### config.mk
export PLATFORM = sky130hd
export DESIGN_NAME = frac_synth_core
export DESIGN_NICKNAME = d
export VERILOG_FILES = /design/src/rtl/frac_synth_pkg.sv /design/src/rtl/frac_ref_div.sv /design/src/rtl/frac_word_ctrl.sv /design/src/rtl/frac_mod_counter.sv /design/src/rtl/frac_band_shifter.sv /design/src/rtl/frac_synth_core.sv
export SDC_FILE = /design/constraint.sdc
export NUM_CORES = 1
export LEC_CHECK = 0
export BUFFER_PORTS_ARGS = -buffer_cell sky130_fd_sc_hd__buf_2
export CAP_MARGIN = 20
export CORE_MARGIN = 2
export CORE_UTILIZATION = 55
export CTS_CLUSTER_SIZE = 8
export DETAILED_ROUTE_END_ITERATION = 16
export GPL_ROUTABILITY_DRIVEN = 0
export PLACE_DENSITY_LB_ADDON = 0.08
export SETUP_SLACK_MARGIN = 0.1
export SLEW_MARGIN = 15
export SYNTH_ARGS = -nofsm -noshare
export SYNTH_HDL_FRONTEND = slang
export SYNTH_SLANG_ARGS = --single-unit
### constraint.sdc
create_clock -name clk -period 2.9 [get_ports clk]
set_input_delay 0.145 -clock clk [delete_from_list [all_inputs] [get_ports clk]]
set_output_delay 0.145 -clock clk [all_outputs]
set_load 0.1 [all_outputs]
### src/rtl/frac_synth_pkg.sv
package frac_synth_pkg;
    typedef enum logic [2:0] {
        SH_IDLE,
        SH_SETUP,
        SH_HIGH,
        SH_LATCH,
        SH_DONE
    } sh_state_e;
endpackage

### src/rtl/frac_ref_div.sv
module frac_ref_div #(
    parameter int REF_DIV = 262
) (
    input  logic clk,
    input  logic rst_n,
    output logic ref_tick
);
    localparam int CW = $clog2(REF_DIV);
    localparam logic [CW-1:0] LAST = CW'(REF_DIV - 1);

    typedef struct packed {
        logic [CW-1:0] cnt;
    } rd_state_t;

    rd_state_t cur_q, nxt_d;

    always_comb begin
        nxt_d = cur_q;
        if (cur_q.cnt == LAST) nxt_d.cnt = '0;
        else                   nxt_d.cnt = cur_q.cnt + 1'b1;
    end

    always_ff @(posedge clk or negedge rst_n) begin
        if (!rst_n) cur_q <= '0;
        else        cur_q <= nxt_d;
    end

    assign ref_tick = (cur_q.cnt == LAST);

    AST_REF_SINGLE: assert property (@(posedge clk) disable iff (!rst_n)
        ref_tick |=> !ref_tick);
endmodule

### src/rtl/frac_word_ctrl.sv
module frac_word_ctrl #(
    parameter int WORD_W   = 24,
    parameter int FRAC_W   = 12,
    parameter int MIN_WORD = 7000000,
    parameter int MAX_WORD = 10000000,
    parameter int BAND1    = 7750000,
    parameter int BAND2    = 8500000,
    parameter int BAND3    = 9250000,
    parameter int RST_WORD = 7000000,
    localparam int N_W     = WORD_W - FRAC_W
) (
    input  logic              clk,
    input  logic              rst_n,
    input  logic              ref_tick,
    input  logic              load_valid,
    input  logic [WORD_W-1:0] freq_word,
    input  logic              shift_busy,
    output logic [N_W-1:0]    int_n,
    output logic [FRAC_W-1:0] frac_f,
    output logic [1:0]        band,
    output logic              div_plus,
    output logic              range_err,
    output logic              apply,
    output logic [1:0]        apply_band
);
    localparam logic [N_W-1:0]    RST_N    = N_W'(RST_WORD >> FRAC_W);
    localparam logic [FRAC_W-1:0] RST_F    = FRAC_W'(RST_WORD % (1 << FRAC_W));
    localparam logic [1:0]        RST_BAND = (RST_WORD >= BAND3) ? 2'd3 :
                                             (RST_WORD >= BAND2) ? 2'd2 :
                                             (RST_WORD >= BAND1) ? 2'd1 : 2'd0;
    localparam logic [N_W-1:0]    N_B1     = N_W'(BAND1 >> FRAC_W);
    localparam logic [N_W-1:0]    N_B3     = N_W'(BAND3 >> FRAC_W);

    typedef struct packed {
        logic              pend;
        logic [WORD_W-1:0] pend_word;
        logic [N_W-1:0]    n;
        logic [FRAC_W-1:0] f;
        logic [1:0]        band;
        logic [FRAC_W-1:0] acc;
        logic              plus;
        logic              err;
    } wc_state_t;

    wc_state_t cur_q, nxt_d;

    function automatic logic [1:0] band_of(input logic [WORD_W-1:0] w);
        if (int'(w) >= BAND3)      return 2'd3;
        else if (int'(w) >= BAND2) return 2'd2;
        else if (int'(w) >= BAND1) return 2'd1;
        else                       return 2'd0;
    endfunction

    logic            in_range;
    logic [FRAC_W:0] sum;

    always_comb begin
        in_range   = (int'(freq_word) >= MIN_WORD) && (int'(freq_word) <= MAX_WORD);
        apply      = ref_tick && cur_q.pend && !shift_busy;
        apply_band = band_of(cur_q.pend_word);
        sum        = {1'b0, cur_q.acc} + {1'b0, cur_q.f};
        nxt_d      = cur_q;

        if (apply) begin
            nxt_d.n    = cur_q.pend_word[WORD_W-1:FRAC_W];
            nxt_d.f    = cur_q.pend_word[FRAC_W-1:0];
            nxt_d.band = apply_band;
            nxt_d.acc  = '0;
            nxt_d.plus = 1'b0;
            nxt_d.pend = 1'b0;
        end else if (ref_tick) begin
            nxt_d.acc  = sum[FRAC_W-1:0];
            nxt_d.plus = sum[FRAC_W];
        end

        if (load_valid) begin
            if (in_range) begin
                nxt_d.pend      = 1'b1;
                nxt_d.pend_word = freq_word;
                nxt_d.err       = 1'b0;
            end else begin
                nxt_d.err = 1'b1;
            end
        end
    end

    always_ff @(posedge clk or negedge rst_n) begin
        if (!rst_n) begin
            cur_q.pend      <= 1'b0;
            cur_q.pend_word <= WORD_W'(RST_WORD);
            cur_q.n         <= RST_N;
            cur_q.f         <= RST_F;
            cur_q.band      <= RST_BAND;
            cur_q.acc       <= '0;
            cur_q.plus      <= 1'b0;
            cur_q.err       <= 1'b0;
        end else begin
            cur_q <= nxt_d;
        end
    end

    assign int_n     = cur_q.n;
    assign frac_f    = cur_q.f;
    assign band      = cur_q.band;
    assign div_plus  = cur_q.plus;
    assign range_err = cur_q.err;

    logic [WORD_W-1:0] pend_word_w;
    assign pend_word_w = cur_q.pend_word;

    AST_REJECT_KEEPS: assert property (@(posedge clk) disable iff (!rst_n)
        $rose(range_err) |-> $stable(pend_word_w));
    AST_PLUS_ON_TICK: assert property (@(posedge clk) disable iff (!rst_n)
        $rose(div_plus) |-> $past(ref_tick));
    AST_BAND_TOP: assert property (@(posedge clk) disable iff (!rst_n)
        (band == 2'd3) |-> (int_n >= N_B3));
    AST_BAND_BOTTOM: assert property (@(posedge clk) disable iff (!rst_n)
        (band == 2'd0) |-> (int_n <= N_B1));
endmodule

### src/rtl/frac_mod_counter.sv
module frac_mod_counter #(
    parameter int N_W   = 12,
    parameter int RST_N = 1708
) (
    input  logic           clk,
    input  logic           rst_n,
    input  logic           vco_en,
    input  logic [N_W-1:0] int_n,
    input  logic           div_plus,
    output logic           div_pulse
);
    typedef struct packed {
        logic [N_W-1:0] cnt;
        logic [N_W-1:0] term;
        logic           pulse;
    } mc_state_t;

    mc_state_t cur_q, nxt_d;

    always_comb begin
        nxt_d       = cur_q;
        nxt_d.pulse = 1'b0;
        if (vco_en) begin
            if (cur_q.cnt == cur_q.term) begin
                nxt_d.cnt   = '0;
                nxt_d.pulse = 1'b1;
                nxt_d.term  = int_n - N_W'(1) + N_W'(div_plus);
            end else begin
                nxt_d.cnt = cur_q.cnt + 1'b1;
            end
        end
    end

    always_ff @(posedge clk or negedge rst_n) begin
        if (!rst_n) begin
            cur_q.cnt   <= '0;
            cur_q.term  <= N_W'(RST_N - 1);
            cur_q.pulse <= 1'b0;
        end else begin
            cur_q <= nxt_d;
        end
    end

    assign div_pulse = cur_q.pulse;

    AST_PULSE_NEEDS_EN: assert property (@(posedge clk) disable iff (!rst_n)
        div_pulse |-> $past(vco_en));
    AST_PULSE_SINGLE: assert property (@(posedge clk) disable iff (!rst_n)
        div_pulse |=> !div_pulse);
endmodule

### src/rtl/frac_band_shifter.sv
module frac_band_shifter
    import frac_synth_pkg::*;
#(
    parameter int BAND_W = 2,
    localparam int NBANDS = 1 << BAND_W,
    localparam int SER_W  = 2 * NBANDS,
    localparam int IDX_W  = $clog2(SER_W)
) (
    input  logic              clk,
    input  logic              rst_n,
    input  logic              start,
    input  logic [BAND_W-1:0] band_in,
    output logic              ser_clk,
    output logic              ser_data,
    output logic              ser_latch,
    output logic              done,
    output logic              busy
);
    localparam logic [IDX_W-1:0] LAST = IDX_W'(SER_W - 1);

    typedef struct packed {
        sh_state_e        st;
        logic [IDX_W-1:0] idx;
        logic [SER_W-1:0] pat;
        logic             sclk;
        logic             sdata;
        logic             latch;
        logic             done;
    } sh_state_t;

    sh_state_t        cur_q, nxt_d;
    logic [SER_W-1:0] new_pat;

    always_comb begin
        new_pat = '0;
        for (int b = 0; b < NBANDS; b++) begin
            if (band_in == BAND_W'(b)) begin
                new_pat[2*b]   = 1'b1;
                new_pat[2*b+1] = 1'b1;
            end
        end

        nxt_d = cur_q;
        case (cur_q.st)
            SH_IDLE: begin
                if (start) begin
                    nxt_d.st    = SH_SETUP;
                    nxt_d.idx   = '0;
                    nxt_d.pat   = new_pat;
                    nxt_d.sdata = new_pat[SER_W-1];
                    nxt_d.sclk  = 1'b0;
                end
            end
            SH_SETUP: begin
                nxt_d.st   = SH_HIGH;
                nxt_d.sclk = 1'b1;
            end
            SH_HIGH: begin
                nxt_d.sclk = 1'b0;
                if (cur_q.idx == LAST) begin
                    nxt_d.st    = SH_LATCH;
                    nxt_d.latch = 1'b1;
                end else begin
                    nxt_d.st    = SH_SETUP;
                    nxt_d.idx   = cur_q.idx + 1'b1;
                    nxt_d.pat   = {cur_q.pat[SER_W-2:0], 1'b0};
                    nxt_d.sdata = cur_q.pat[SER_W-2];
                end
            end
            SH_LATCH: begin
                nxt_d.st    = SH_DONE;
                nxt_d.latch = 1'b0;
                nxt_d.done  = 1'b1;
            end
            SH_DONE: begin
                nxt_d.st   = SH_IDLE;
                nxt_d.done = 1'b0;
            end
            default: nxt_d.st = SH_IDLE;
        endcase
    end

    always_ff @(posedge clk or negedge rst_n) begin
        if (!rst_n) begin
            cur_q.st    <= SH_IDLE;
            cur_q.idx   <= '0;
            cur_q.pat   <= '0;
            cur_q.sclk  <= 1'b0;
            cur_q.sdata <= 1'b0;
            cur_q.latch <= 1'b0;
            cur_q.done  <= 1'b0;
        end else begin
            cur_q <= nxt_d;
        end
    end

    assign ser_clk   = cur_q.sclk;
    assign ser_data  = cur_q.sdata;
    assign ser_latch = cur_q.latch;
    assign done      = cur_q.done;
    assign busy      = (cur_q.st != SH_IDLE);

    AST_LATCH_CLK_LOW: assert property (@(posedge clk) disable iff (!rst_n)
        ser_latch |-> !ser_clk);
    AST_DATA_STEADY: assert property (@(posedge clk) disable iff (!rst_n)
        $rose(ser_clk) |-> $stable(ser_data));
    AST_DONE_AFTER_LATCH: assert property (@(posedge clk) disable iff (!rst_n)
        done |-> $past(ser_latch));
endmodule

### src/rtl/frac_synth_core.sv
module frac_synth_core #(
    parameter int WORD_W   = 24,
    parameter int FRAC_W   = 12,
    parameter int REF_DIV  = 262,
    parameter int MIN_WORD = 7000000,
    parameter int MAX_WORD = 10000000,
    parameter int BAND1    = 7750000,
    parameter int BAND2    = 8500000,
    parameter int BAND3    = 9250000,
    parameter int RST_WORD = 7000000,
    localparam int N_W     = WORD_W - FRAC_W
) (
    input  logic              clk,
    input  logic              rst_n,
    input  logic              vco_en,
    input  logic              load_valid,
    input  logic [WORD_W-1:0] freq_word,
    output logic              ref_tick,
    output logic              div_pulse,
    output logic              div_plus,
    output logic [N_W-1:0]    int_n,
    output logic [FRAC_W-1:0] frac_f,
    output logic [1:0]        band,
    output logic              range_err,
    output logic              ser_clk,
    output logic              ser_data,
    output logic              ser_latch,
    output logic              done
);
    logic       apply;
    logic [1:0] apply_band;
    logic       shift_busy;

    frac_ref_div #(.REF_DIV(REF_DIV)) u_ref (
        .clk      (clk),
        .rst_n    (rst_n),
        .ref_tick (ref_tick)
    );

    frac_word_ctrl #(
        .WORD_W   (WORD_W),
        .FRAC_W   (FRAC_W),
        .MIN_WORD (MIN_WORD),
        .MAX_WORD (MAX_WORD),
        .BAND1    (BAND1),
        .BAND2    (BAND2),
        .BAND3    (BAND3),
        .RST_WORD (RST_WORD)
    ) u_ctrl (
        .clk        (clk),
        .rst_n      (rst_n),
        .ref_tick   (ref_tick),
        .load_valid (load_valid),
        .freq_word  (freq_word),
        .shift_busy (shift_busy),
        .int_n      (int_n),
        .frac_f     (frac_f),
        .band       (band),
        .div_plus   (div_plus),
        .range_err  (range_err),
        .apply      (apply),
        .apply_band (apply_band)
    );

    frac_mod_counter #(
        .N_W   (N_W),
        .RST_N (RST_WORD >> FRAC_W)
    ) u_div (
        .clk       (clk),
        .rst_n     (rst_n),
        .vco_en    (vco_en),
        .int_n     (int_n),
        .div_plus  (div_plus),
        .div_pulse (div_pulse)
    );

    frac_band_shifter #(.BAND_W(2)) u_shift (
        .clk       (clk),
        .rst_n     (rst_n),
        .start     (apply),
        .band_in   (apply_band),
        .ser_clk   (ser_clk),
        .ser_data  (ser_data),
        .ser_latch (ser_latch),
        .done      (done),
        .busy      (shift_busy)
    );
endmodule

After elaboration in Yosys (flattened, before gate mapping):

Index checks and enable logic that the tools add are counted.
W data, S select, Z words.

* register bits: 116
* input bits: 28
* output and inout bits: 34

* add/subtract/negate cells: 6
* $lt $le $gt $ge: 5
* equal/unequal tests: 13
* muxes and demuxes: 28
* reductions and logical operators: 17

Operators with widths (count)
* $mux W25: 2
* $ge A24 B23 Y1 const B: 2
* $ge A24 B24 Y1 const B: 2
* $mux W13: 2
* $le A24 B24 Y1 const B: 1
* $pmux W11 S2: 1
* $mux W16: 1
* $mux W2: 7
* $add A12 B12 Y13: 1
* $add A12 B1 Y12: 1
* $add A12 B1 Y12 const B: 1
* $eq A12 B12 Y1: 1
* $mux W12: 1
* $pmux W3 S4: 1
* $sub A12 B1 Y12 const B: 1
* $mux W11: 1
* $add A9 B1 Y9 const B: 1
* $eq A9 B9 Y1 const B: 1
* $mux W9: 1
* $reduce_and A2 Y1: 4
* $reduce_bool A2 Y1: 4
* $mux W1: 7
* $eq A3 B2 Y1 const B: 2
* $eq A3 B3 Y1 const B: 2
* 14 further kinds: 21

Logic depth before layout (Yosys ltp):

* depth in word-level cells: 8
* mapped depth: 10
* mapped depth without buffers: 9

By module:

A second synthesis with hierarchy kept.

* cells, all modules: 571
* area, all modules: 6387.4 um^2

Modules (own cells, without submodules)
* frac_word_ctrl: instances 1, cells each 300, area an instance 3550.9 um^2, sequential area each 1656.6 um^2
* frac_mod_counter: instances 1, cells each 152, area an instance 1584.0 um^2, sequential area each 634.4 um^2
* frac_band_shifter: instances 1, cells each 81, area an instance 830.8 um^2, sequential area each 425.4 um^2
* frac_ref_div: instances 1, cells each 38, area an instance 421.7 um^2, sequential area each 225.2 um^2

Least setup slack after synthesis:

No wires, ideal clock.

* path kind: register to register
* start point: reg u_ref.cur_q[4] (netlist bit)
* end point: reg u_ctrl.cur_q[64] (netlist bit)
* setup time: 121 ps
* arrival time: 2664 ps
* data required time: 2779 ps
* path slack: 114 ps
* cell stages (with the launch flop): 10
* buffers on the path: 3
* period minus slack after synthesis: 2786 ps
* cell sequence: dfrtp_1 -> nor4_1 -> nand4_1 -> inv_1 -> clkbuf_1 -> nand4b_1 -> clkbuf_1 -> clkbuf_1 -> nand2_1 -> nand2_1

RTL lines
* start, declared: RTL line frac_ref_div.sv:15 `rd_state_t cur_q, nxt_d;`
* start signal, assigned: RTL line frac_ref_div.sv:25 `else cur_q <= nxt_d;`
* end signal, assigned: RTL line frac_word_ctrl.sv:98 `cur_q <= nxt_d;`
* end, declared: RTL line frac_word_ctrl.sv:45 `wc_state_t cur_q, nxt_d;`

Final worst setup path:

* start point: reg u_ref.cur_q[4] (netlist bit)
* end point: out ref_tick

* longest elaborated chain between the ends: 1

RTL lines
* $eq A9 B9 Y1: RTL line frac_ref_div.sv:28 `assign ref_tick = (cur_q.cnt == LAST);`
* end, declared: RTL line frac_synth_core.sv:18 `output logic ref_tick,`

Every way passes these cells.

==> out/summary.txt <==
================================================================================
Outcome                                                             complete, no violations
Simple-gate area share of the yosys netlist                                0.180
Number of nets at the end of the flow                                        733
Max capacitance violation total                                                0
Post-Route Hold Slack                                                   0.233 ns
Dpl cells                                                                    781
Number of detailed-route iterations in the first pass                          5
Post-synthesis cell count                                                    620
Min-delay worst type                                                input pin to asynchronous set/reset pin
Depth of the most critical reg-to-reg path                                     9
Routed WL                                                               13400 um
Detailed Place HPWL                                                      9320 um
Number of storage elements in the synthesis netlist                          116
Number of antenna violations at the first check in global routing              0
Post-route ant nets                                                            0
Average cell area after synthesis                                      9.83 um^2
Clock tree from TritonCTS                                                   done
Cell types with the largest area share after synthesis              dfrtp_1 (35%), dfstp_2 (13%), nand2_1 (7.3%)
Wire length of the first global-routing pass                            22200 um
Total power per unit cell area                                       701 mW/mm^2
Skew final                                                             0.0276 ns
Ys async rst share                                                          1.00
Overall Global Routing Usage                                               0.247
TritonCTS Buffers                                                             17
Count of buffers inserted at the top-level ports                              61
Pin slew with the least headroom to its limit                            1.04 ns
Startpoint kind of the worst setup timing path                         flip-flop
Reported leakage power                                                   3.50 nW
Share of post-route cells with drive strength above 1                      0.228
Horizontal die dimension                                                  109 um
Remaining design rule violation count                                          0
Vias/cell                                                                   5.50
Max-slew violation count                                                       0
Dominant combinational cell family by area after synthesis          simple AND/OR/NAND/NOR gates
Global route overflow                                                          0
Cell area after synthesis                                           0.00610 mm^2
Max H-tree Level                                                               4
Post-CTS Setup Repair Bufs                                                     0
Area of the core                                                     0.0108 mm^2
Post-route fraction of the period consumed by the critical path            0.830
Multiplexer fraction of the synthesized cell area                         0.0589
Synth cell types                                                              58
Number of DRC markers after the initial detailed-route iteration             221
Cell taking the most area after synthesis                                dfrtp_1
Post-place setup slack                                                  0.559 ns
Most frequently used flop master after synthesis                         dfrtp_1
Total power draw                                                         5.12 mW
Die area                                                             0.0119 mm^2
Required time worst endpoint                                             2.76 ns
Area growth syn-to-layout                                                  19.7%
Number of global-route vias before repair                                   4556
Average wire per standard cell                                           16.0 um
Compound-gate portion of the synthesized area                              0.120
Clock-pin slew on the worst setup and hold paths                         0.06 ns
Clk buf depth                                                                  2
Count of endpoints failing hold in the final timing report                     0
Total negative slack                                                        0 ns
Commonest non-fill, non-tap cell in the layout                           nand2_1
Largest net degree at the start of global routing                             62
Initial standard-cell utilization of the core                              0.562
Highest attainable clock frequency                                       416 MHz
Number of antenna repair diodes                                                0
Critical path start-end classification                              flip-flop to output port
Worst endpoint data arrival time                                         2.26 ns
Setup-violating endpoint count in the final report                             0
Worst Setup Slack, final                                                0.494 ns
Fraction of the yosys area taken by sequential cells                       0.482
Post-synth EDFFs                                                               0
Filler instances                                                             810
Share of the synthesized netlist area taken by xor and xnor gates         0.0589
Max-Slew Margin vs Limit                                                   0.304
Final cell count without fillers                                             838
Maximum net fanout on the critical path                                       10
Synthesized Nets                                                             668
CTS sink cnt                                                                 116
RSZ-0062 raised after global routing                                          no
Min Clock Period, post-route                                             2.41 ns
Highest-count cells in the layout ignoring fill and taps            nand2_1 (119), dfrtp_1 (85), buf_2 (60), nor2_1 (42), o21ai_0 (40)
Worst IR Drop VDD                                                       0.440 mV
Total number of vias                                                        4613
Top-area cell type share of the netlist area                               0.349
Die height                                                                109 um
Num rows                                                                      38
Io pins                                                                       62
Cell chosen for the clock root                                          clkbuf_8
Kind of capture point of the worst setup path                        output port
Post-Synth Adder-Cell Area                                                0.0423
Insertion delay of the later-clocked pin in the worst-skew pair          0.54 ns
Yosys synthesis warning count                                                  0
================================================================================
-- stage by stage --
stage,util,area (um^2)
after global routing,0.673,7300
after CTS,0.673,7300
final,0.673,7300
after global placement,0.586,6360
after detailed placement,0.586,6360
after floorplan,-,6100
-- final timing paths --
path                                                       to                           from  slack (ns)
setup / recovery                                     ref_tick       u_ref.cur_q[4]$_DFF_PN0_        0.49
hold / removal                    u_ctrl.cur_q[7]$_DFFE_PN0P_                          rst_n        0.23
max in group asynchronous         u_ctrl.int_n[9]$_DFFE_PN1N_                          rst_n        1.82
hold reg to reg                 u_ctrl.frac_f[10]$_DFFE_PN1N_  u_ctrl.frac_f[10]$_DFFE_PN1N_        0.47
setup reg to reg                 u_ctrl.cur_q[12]$_DFFE_PN0P_   u_ctrl.frac_f[0]$_DFFE_PN0N_        0.53
min in group clk           u_ctrl.pend_word_w[21]$_DFFE_PN1P_                  freq_word[23]        0.39
-- worst max-delay path: stages, from the launching register on --
cell	delay [ns]
dfrtp_1	0.42
nor4_1	0.31
nand4_1	0.22
inv_1	0.12
buf_4	0.20
buf_2	0.45
-- report_power, final --
group          leakage [nW]  switching (mW)  internal [mW]
registers              1.45           0.223           1.87
logic                  1.71           0.270          0.321
clock network         0.337           0.772           1.67
-- sequential cells by signal, summed over array words and instances (netlist names) --
name / count
u_ref.cur_q: 9
u_shift.done: 1
u_div.cur_q: 24
u_ctrl.cur_q: 13
u_ctrl.pend_word_w: 24
u_ctrl.int_n: 12
u_ctrl.frac_f: 12
u_shift.ser_latch: 1
u_ctrl.range_err: 1
u_shift.ser_clk: 1
u_shift.ser_data: 1
u_div.div_pulse: 1
u_ctrl.band: 2
u_shift.cur_q: 13
u_ctrl.div_plus: 1
-- routing by layer --
metal / vias up / wire, um / track usage
met1: 2219 / 6170 / 0.317
met4: 0 / 146 / 0.112
met2: 105 / 6500 / 0.398
li1: 2273 / - / -
met3: 16 / 574 / 0.0581
met5: - / 0 / 0
-- cells in the mapped netlist (all sizes together) (2+ instances only) --
cell type and n:
a2111oi 2, a211oi 3, a21o 8, a21oi 19, a2bb2oi 2, a31o 2
a31oi 5, and2 3, and3 7, buf 29, clkbuf 18, dfrtp 85
dfstp 31, ha 19, inv 17, mux2 23, mux2i 4, nand2 119
nand2b 6, nand3 14, nand4 11, nor2 42, nor2b 4, nor3 9
nor4 5, nor4bb 2, o211ai 4, o21a 2, o21ai 42, o21bai 3
o311ai 2, o31ai 11, o41ai 3, or3 5, or4 4, xnor2 31
xor2 10
-- logic make-up (layout without fill, tap and decap cells) --
group	Yosys count	after routing
compound gates	113	113
xor+xnor	41	41
fa+ha+maj	20	20
buf+inv	64	142
flops	116	116
mux	27	27
simple gates	239	239
-- timing repair --
action | CTS | global route
resized for setup | 0 | 0
setup endpoints to repair | 0 | 0
hold buffers | 25 | 0
endpoints found under the hold margin | 71 | 0
-- area by class of cell --
cell class	count	area, um^2	area share
well taps	140	175	0.0240
inverters	17	63.8	0.00874
multi-input cells	440	2810	0.384
clock inverters	15	277	0.0379
flip-flops and latches	116	2940	0.403
clock buffers	17	414	0.0567
repair buffers	93	623	0.0853
No activity file was read; power rests on OpenSTA's default activity.
